`config.mk`:
```
export PLATFORM = sky130hd
export DESIGN_NAME = rbr_refresh_ctrl
export DESIGN_NICKNAME = d
export VERILOG_FILES = /design/src/rtl/rbr_pkg.sv /design/src/rtl/rbr_bloom_bin.sv /design/src/rtl/rbr_sweep.sv /design/src/rtl/rbr_classify.sv /design/src/rtl/rbr_refresh_ctrl.sv
export SDC_FILE = /design/constraint.sdc
export NUM_CORES = 2
export LEC_CHECK = 0
export ABC_AREA = 0
export BUFFER_PORTS_ARGS = -buffer_cell sky130_fd_sc_hd__clkbuf_2
export CAP_MARGIN = 20
export CORE_ASPECT_RATIO = 1.2
export CORE_MARGIN = 8
export CORE_UTILIZATION = 25
export DETAILED_ROUTE_END_ITERATION = 10
export SLEW_MARGIN = 10
export SYNTH_ARGS = -nofsm -noshare
export SYNTH_HDL_FRONTEND = slang
export SYNTH_HIERARCHICAL = 1
export SYNTH_SLANG_ARGS = --single-unit
export TNS_END_PERCENT = 100
```
`constraint.sdc`:
```
create_clock -name clk -period 5.5 [get_ports clk]
set_input_delay 1.1 -clock clk [delete_from_list [all_inputs] [get_ports clk]]
set_output_delay 1.1 -clock clk [all_outputs]
set_load 0.02 [all_outputs]
```
`src/rtl/rbr_pkg.sv`:
```
package rbr_pkg;

    localparam int NUM_BINS  = 2;
    localparam int BIN_SEL_W = $clog2(NUM_BINS);
    localparam int ROUND_W   = 2;

    // refresh class of a row: 64 ms, 128 ms, 256 ms
    typedef enum logic [1:0] {
        CLS_FAST = 2'd0,
        CLS_MID  = 2'd1,
        CLS_SLOW = 2'd2
    } rclass_t;

    typedef struct packed {
        logic    hit0;
        logic    hit1;
        logic    safe;
    } cls_in_t;

    function automatic rclass_t bin_class(input int b);
        return (b == 0) ? CLS_FAST : CLS_MID;
    endfunction

    function automatic logic rbr_due(input rclass_t c, input logic [ROUND_W-1:0] round);
        case (c)
            CLS_FAST: return 1'b1;
            CLS_MID:  return (round[0] == 1'b0);
            default:  return (round == '0);
        endcase
    endfunction

endpackage

```
`src/rtl/rbr_bloom_bin.sv`:
```
module rbr_bloom_bin #(
    parameter int ROW_W    = 12,
    parameter int FILT_W   = 8,
    parameter int NUM_HASH = 3
) (
    input  logic             clk,
    input  logic             rst,
    input  logic             clr_i,
    input  logic             ins_i,
    input  logic [ROW_W-1:0] ins_row_i,
    input  logic [ROW_W-1:0] qry_row_i,
    output logic             hit_o
);
    localparam int FILT_SZ = 1 << FILT_W;

    logic [FILT_SZ-1:0] bits_q;
    logic [FILT_SZ-1:0] set_mask;
    logic [NUM_HASH-1:0] probe;

    function automatic logic [FILT_W-1:0] fold_hash(input logic [ROW_W-1:0] r, input int j);
        logic [ROW_W-1:0]  v;
        logic [FILT_W-1:0] h;
        v = r ^ (r >> (j + 1));
        h = '0;
        for (int b = 0; b < ROW_W; b++) begin
            h[b % FILT_W] = h[b % FILT_W] ^ v[b];
        end
        return h;
    endfunction

    always_comb begin
        set_mask = '0;
        for (int j = 0; j < NUM_HASH; j++) begin
            set_mask[fold_hash(ins_row_i, j)] = 1'b1;
        end
    end

    for (genvar j = 0; j < NUM_HASH; j++) begin : g_probe
        assign probe[j] = bits_q[fold_hash(qry_row_i, j)];
    end

    assign hit_o = &probe;

    always_ff @(posedge clk) begin
        if (rst || clr_i) begin
            bits_q <= '0;
        end else if (ins_i) begin
            bits_q <= bits_q | set_mask;
        end
    end

endmodule

```
`src/rtl/rbr_sweep.sv`:
```
module rbr_sweep #(
    parameter int ROW_W   = 12,
    parameter int ROUND_W = 2
) (
    input  logic               clk,
    input  logic               rst,
    input  logic               tick_i,
    output logic [ROW_W-1:0]   row_o,
    output logic [ROUND_W-1:0] round_o
);
    localparam logic [ROW_W-1:0] LAST_ROW = {ROW_W{1'b1}};

    always_ff @(posedge clk) begin
        if (rst) begin
            row_o   <= '0;
            round_o <= '0;
        end else if (tick_i) begin
            row_o <= row_o + 1'b1;
            if (row_o == LAST_ROW) begin
                round_o <= round_o + 1'b1;
            end
        end
    end

endmodule

```
`src/rtl/rbr_classify.sv`:
```
module rbr_classify
    import rbr_pkg::*;
(
    input  logic [NUM_BINS-1:0] hit_i,
    input  logic                safe_i,
    output rclass_t             cls_o
);
    always_comb begin
        cls_o = CLS_SLOW;
        // lowest bin index wins: shortest interval
        for (int b = NUM_BINS - 1; b >= 0; b--) begin
            if (hit_i[b]) begin
                cls_o = bin_class(b);
            end
        end
        if (safe_i) begin
            cls_o = CLS_FAST;
        end
    end

endmodule

```
`src/rtl/rbr_refresh_ctrl.sv`:
```
module rbr_refresh_ctrl
    import rbr_pkg::*;
#(
    parameter int ROW_W    = 12,
    parameter int FILT_W   = 8,
    parameter int NUM_HASH = 3
) (
    input  logic                 clk,
    input  logic                 rst,
    input  logic                 tick_i,
    input  logic                 ins_valid_i,
    input  logic [BIN_SEL_W-1:0] ins_bin_i,
    input  logic [ROW_W-1:0]     ins_row_i,
    input  logic                 bin_clear_i,
    input  logic                 safe_mode_i,
    output logic                 ref_valid_o,
    output logic [ROW_W-1:0]     ref_row_o
);
    logic [ROW_W-1:0]    row_q;
    logic [ROUND_W-1:0]  round_q;
    logic [NUM_BINS-1:0] hit;
    logic                any_ins_q;
    rclass_t             cls;

    rbr_sweep #(.ROW_W(ROW_W), .ROUND_W(ROUND_W)) u_sweep (
        .clk     (clk),
        .rst     (rst),
        .tick_i  (tick_i),
        .row_o   (row_q),
        .round_o (round_q)
    );

    for (genvar b = 0; b < NUM_BINS; b++) begin : g_bin
        logic ins_here;
        assign ins_here = ins_valid_i && !bin_clear_i && (ins_bin_i == b[BIN_SEL_W-1:0]);
        rbr_bloom_bin #(.ROW_W(ROW_W), .FILT_W(FILT_W), .NUM_HASH(NUM_HASH)) u_bin (
            .clk       (clk),
            .rst       (rst),
            .clr_i     (bin_clear_i),
            .ins_i     (ins_here),
            .ins_row_i (ins_row_i),
            .qry_row_i (row_q),
            .hit_o     (hit[b])
        );
    end

    always_ff @(posedge clk) begin
        if (rst || bin_clear_i) begin
            any_ins_q <= 1'b0;
        end else if (ins_valid_i) begin
            any_ins_q <= 1'b1;
        end
    end

    rbr_classify u_cls (
        .hit_i  (hit),
        .safe_i (safe_mode_i && !any_ins_q),
        .cls_o  (cls)
    );

    always_ff @(posedge clk) begin
        if (rst) begin
            ref_valid_o <= 1'b0;
            ref_row_o   <= '0;
        end else begin
            ref_valid_o <= tick_i && rbr_due(cls, round_q);
            if (tick_i) begin
                ref_row_o <= row_q;
            end
        end
    end

endmodule

```
==> flow_summary.json <==
{
  "pin_count": 32,
  "syn_area_sq_mm": 0.0402,
  "syn2layout_area_growth_pct": 14.2,
  "rsz0062_at_grt": "false",
  "h-tree-depth": 3,
  "synth_warnings": 6,
  "holdPathStages": 2,
  "final_common_cell": "nand2_1",
  "hold_class": "reg -> reg",
  "final_cell_mix": "nand2_1 (1314), nor2_1 (623), a21oi_1 (561)",
  "cp_slowest_stage_delay_ps": 780,
  "rr_worst_depth": 14,
  "via_per_inst": 6.29,
  "worstPathRequired_ps": 6120,
  "cts_tree": "built",
  "cp-startpoint": "u_sweep/row_o[3]",
  "max-cap-violations": 0,
  "grtUsageTotal_pct": 23.8,
  "ctsHoldBuffers": 0,
  "die_area_sq_mm": 0.174,
  "post_cts_resized": 0,
  "setup_violations": 0,
  "fin_nets": 5212,
  "dr_total_vias": 46381,
  "core_area_sq_mm": 0.160,
  "cp-end-kind": "flip-flop",
  "critical_path.top_delay_family": "simple AND/OR/NAND/NOR gates",
  "r2r_start": "u_sweep/row_o[3]",
  "critPathKind": "reg -> reg",
  "synth-main-ff-cell": "dfxtp_1",
  "synth_cells": 5344,
  "dp_hpwl_microns": 144000,
  "powerDensity_mw_per_mm2": 253,
  "max-slew-margin-rel_pct": 15.5,
  "routed_wl_microns": 218000,
  "synth_area_leaders": "dfxtp_1 (27%), nand2_1 (12%), o221ai_1 (11%)",
  "cts-root-buf": "clkbuf_16",
  "syn-num-nets": 5364,
  "worst-path-max-fanout": 8,
  "grt_pass1_vias": 43088,
  "cts_setup_buffers": 0,
  "wl_per_cell_microns": 29.5,
  "drive_gt1_share_pct": 12.3,
  "route.detailed.drc": 0,
  "clkTransAtPathRegs_ps": 60,
  "finalSetupTns_ps": 0,
  "r2r_end": "ref_valid_o",
  "grt_pass1_wl_microns": 311000,
  "cts_made_buffers": 69,
  "rows": 161,
  "status": "complete, no violations",
  "cp_data_arrival_time_ps": 6000,
  "clock-sinks": 540,
  "ys_seq_area_share_pct": 26.9,
  "utilization_pct": 28.7,
  "grt_max_degree": 193,
  "finalHoldViolCount": 0,
  "path_buf_inv": 1,
  "place_congestion": 1.06,
  "ir_worst_vdd_mv": 0.259,
  "start_kind": "flip-flop",
  "drt-initial-drc-count": 8291,
  "initial_core_util_pct": 25.1,
  "fillCellCount": 17104,
  "synth_cell_types": 64,
  "synth_top_area_cell": "dfxtp_1",
  "ant_nets": 0,
  "fp.dieH_microns": 455,
  "cp.depth": 14,
  "fin_crit_ps": 5370,
  "crit_slowest_cell": "nor4_1",
  "synthArstFlopShare_pct": 0,
  "clock_path_buffers": 3,
  "synth_top_area_share_pct": 26.9,
  "crit_end": "ref_valid_o",
  "clock.fmax_mhz": 186,
  "tightest_slew_ps": 1270,
  "r2r_slack_ps": 130,
  "crit_chain": "xnor3_1 -> nor2b_1 -> nand2_1 -> o22ai_1 -> a211oi_1 -> a21oi_1 -> nor4_1 -> nand3_1 -> o21ai_0 -> nor4_1 -> buf_4 -> nor3b_2 -> a21oi_1 -> o211a_1",
  "die_w_microns": 382,
  "leakagePower_uw": 0.0138,
  "io_buffers": 31,
  "maxSlewViolCount": 0,
  "antenna_found_initial": 9,
  "synth-edff-count": 0,
  "syn_area_per_cell_sq_um": 7.52,
  "drt-pass1-iter-count": 8,
  "synth_seq_cells": 540,
  "grt_remaining_overflow": 0,
  "clkLatencyLatePin_ps": 730,
  "finalClockSkew_ps": 46.5,
  "finalCritPeriodShare_pct": 97.7
}
==> routing by layer <==
| layer | track usage [%] | part of all wire, % |
|---|---|---|
| met4 | 18.4 | 9.9 |
| met5 | 0 | 0.043 |
| met3 | 7.75 | 13 |
| met1 | 28.5 | 36 |
| met2 | 35.0 | 41 |
==> flip-flops by register name (all words and copies together) (netlist names) <==
signal,cells
any_ins_q,1
u_sweep/round_o,2
g_bin.u_bin/bits_q,512
ref_row_o,12
ref_valid_o,1
u_sweep/row_o,12
==> cell usage after synthesis (3+ instances only) <==
cell,number
a211oi_1,20
a21oi_1,561
a221oi_1,4
a22o_1,24
a22oi_1,28
a31oi_1,76
a32oi_1,6
and2_1,44
buf_1,12
buf_12,3
buf_2,21
buf_4,24
buf_6,17
clkbuf_1,424
dfxtp_1,540
inv_1,5
mux2_2,4
mux2i_1,141
mux4_1,28
mux4_2,180
nand2_1,1314
nand2b_1,14
nand3_1,250
nand4_1,89
nor2_1,623
nor2b_1,15
nor3_1,17
nor4_1,52
o21ai_0,19
o21ai_1,16
o221ai_1,520
o22ai_1,58
o31ai_1,5
or2_2,6
or3_1,7
or4_1,5
xnor2_1,79
xnor2_2,4
xnor2_4,4
xnor3_1,4
xor2_1,41
xor2_4,4
==> kinds of logic after synthesis <==
| group | count (synthesis) | share of synthesized area (%) |
|---|---|---|
| muxes | 354 | 15.6 |
| adders and majority gates | 1 | 0.0311 |
| xor gates and xnor gates | 138 | 3.67 |
| buffers and inverters | 512 | 5.59 |
| AOI/OAI and AO/OA | 1350 | 22.9 |
| DFF | 540 | 26.9 |
| and+or+nand+nor | 2449 | 25.4 |
==> worst register-to-register path: stages (launching register included) <==
cell      delay (ps)
dfxtp_1          560
xnor3_1          550
nor2b_1          750
nand2_1          670
o22ai_1          330
a211oi_1          90
a21oi_1          560
nor4_1           150
nand3_1          120
o21ai_0          130
nor4_1           780
buf_4            260
nor3b_2           50
a21oi_1          150
o211a_1          160
==> per-stage QoR <==
stage	power [uW]	cells	hold WS (ps)	setup slack, ps	instance area, sq um
after floorplan	5400	5344	467	2090	40200
after global placement	6410	7236	475	529	43300
after detailed placement	6420	7236	485	571	43300
after CTS	11500	7363	499	524	45800
after global routing	11800	7368	526	234	45900
final	11600	7373	494	128	45900
==> layout make-up <==
class | count | area, sq um | share of cell area (%)
tap | 2119 | 2650 | 5.77
antenna | 6 | 15.0 | 0.0327
timing repair buffer | 284 | 2470 | 5.38
multi-input combinational | 4292 | 27500 | 59.8
clock buffer | 87 | 1890 | 4.13
sequential | 540 | 10800 | 23.5
inverter | 5 | 18.8 | 0.0409
clock inverter | 40 | 591 | 1.29
==> worst min path at each step <==
stage | from | end | slack [ps]
3_3_place_gp | ref_row_o[5] | ref_row_o[5] | 470
3_5_place_dp | ref_row_o[9] | ref_row_o[9] | 490
6_report | any_ins_q | any_ins_q | 490
2_1_floorplan | g_bin[0].u_bin/bits_q[141] | g_bin[0].u_bin/bits_q[141] | 470
5_1_grt | any_ins_q | any_ins_q | 530
4_1_cts | any_ins_q | any_ins_q | 500
==> power breakdown <==
group | total [uW] | internal [uW] | switching, uW
clock network | 5120 | 3000 | 2120
registers | 3930 | 3920 | 12.3
logic | 2570 | 599 | 1970
(Power assumes the default switching activity.)
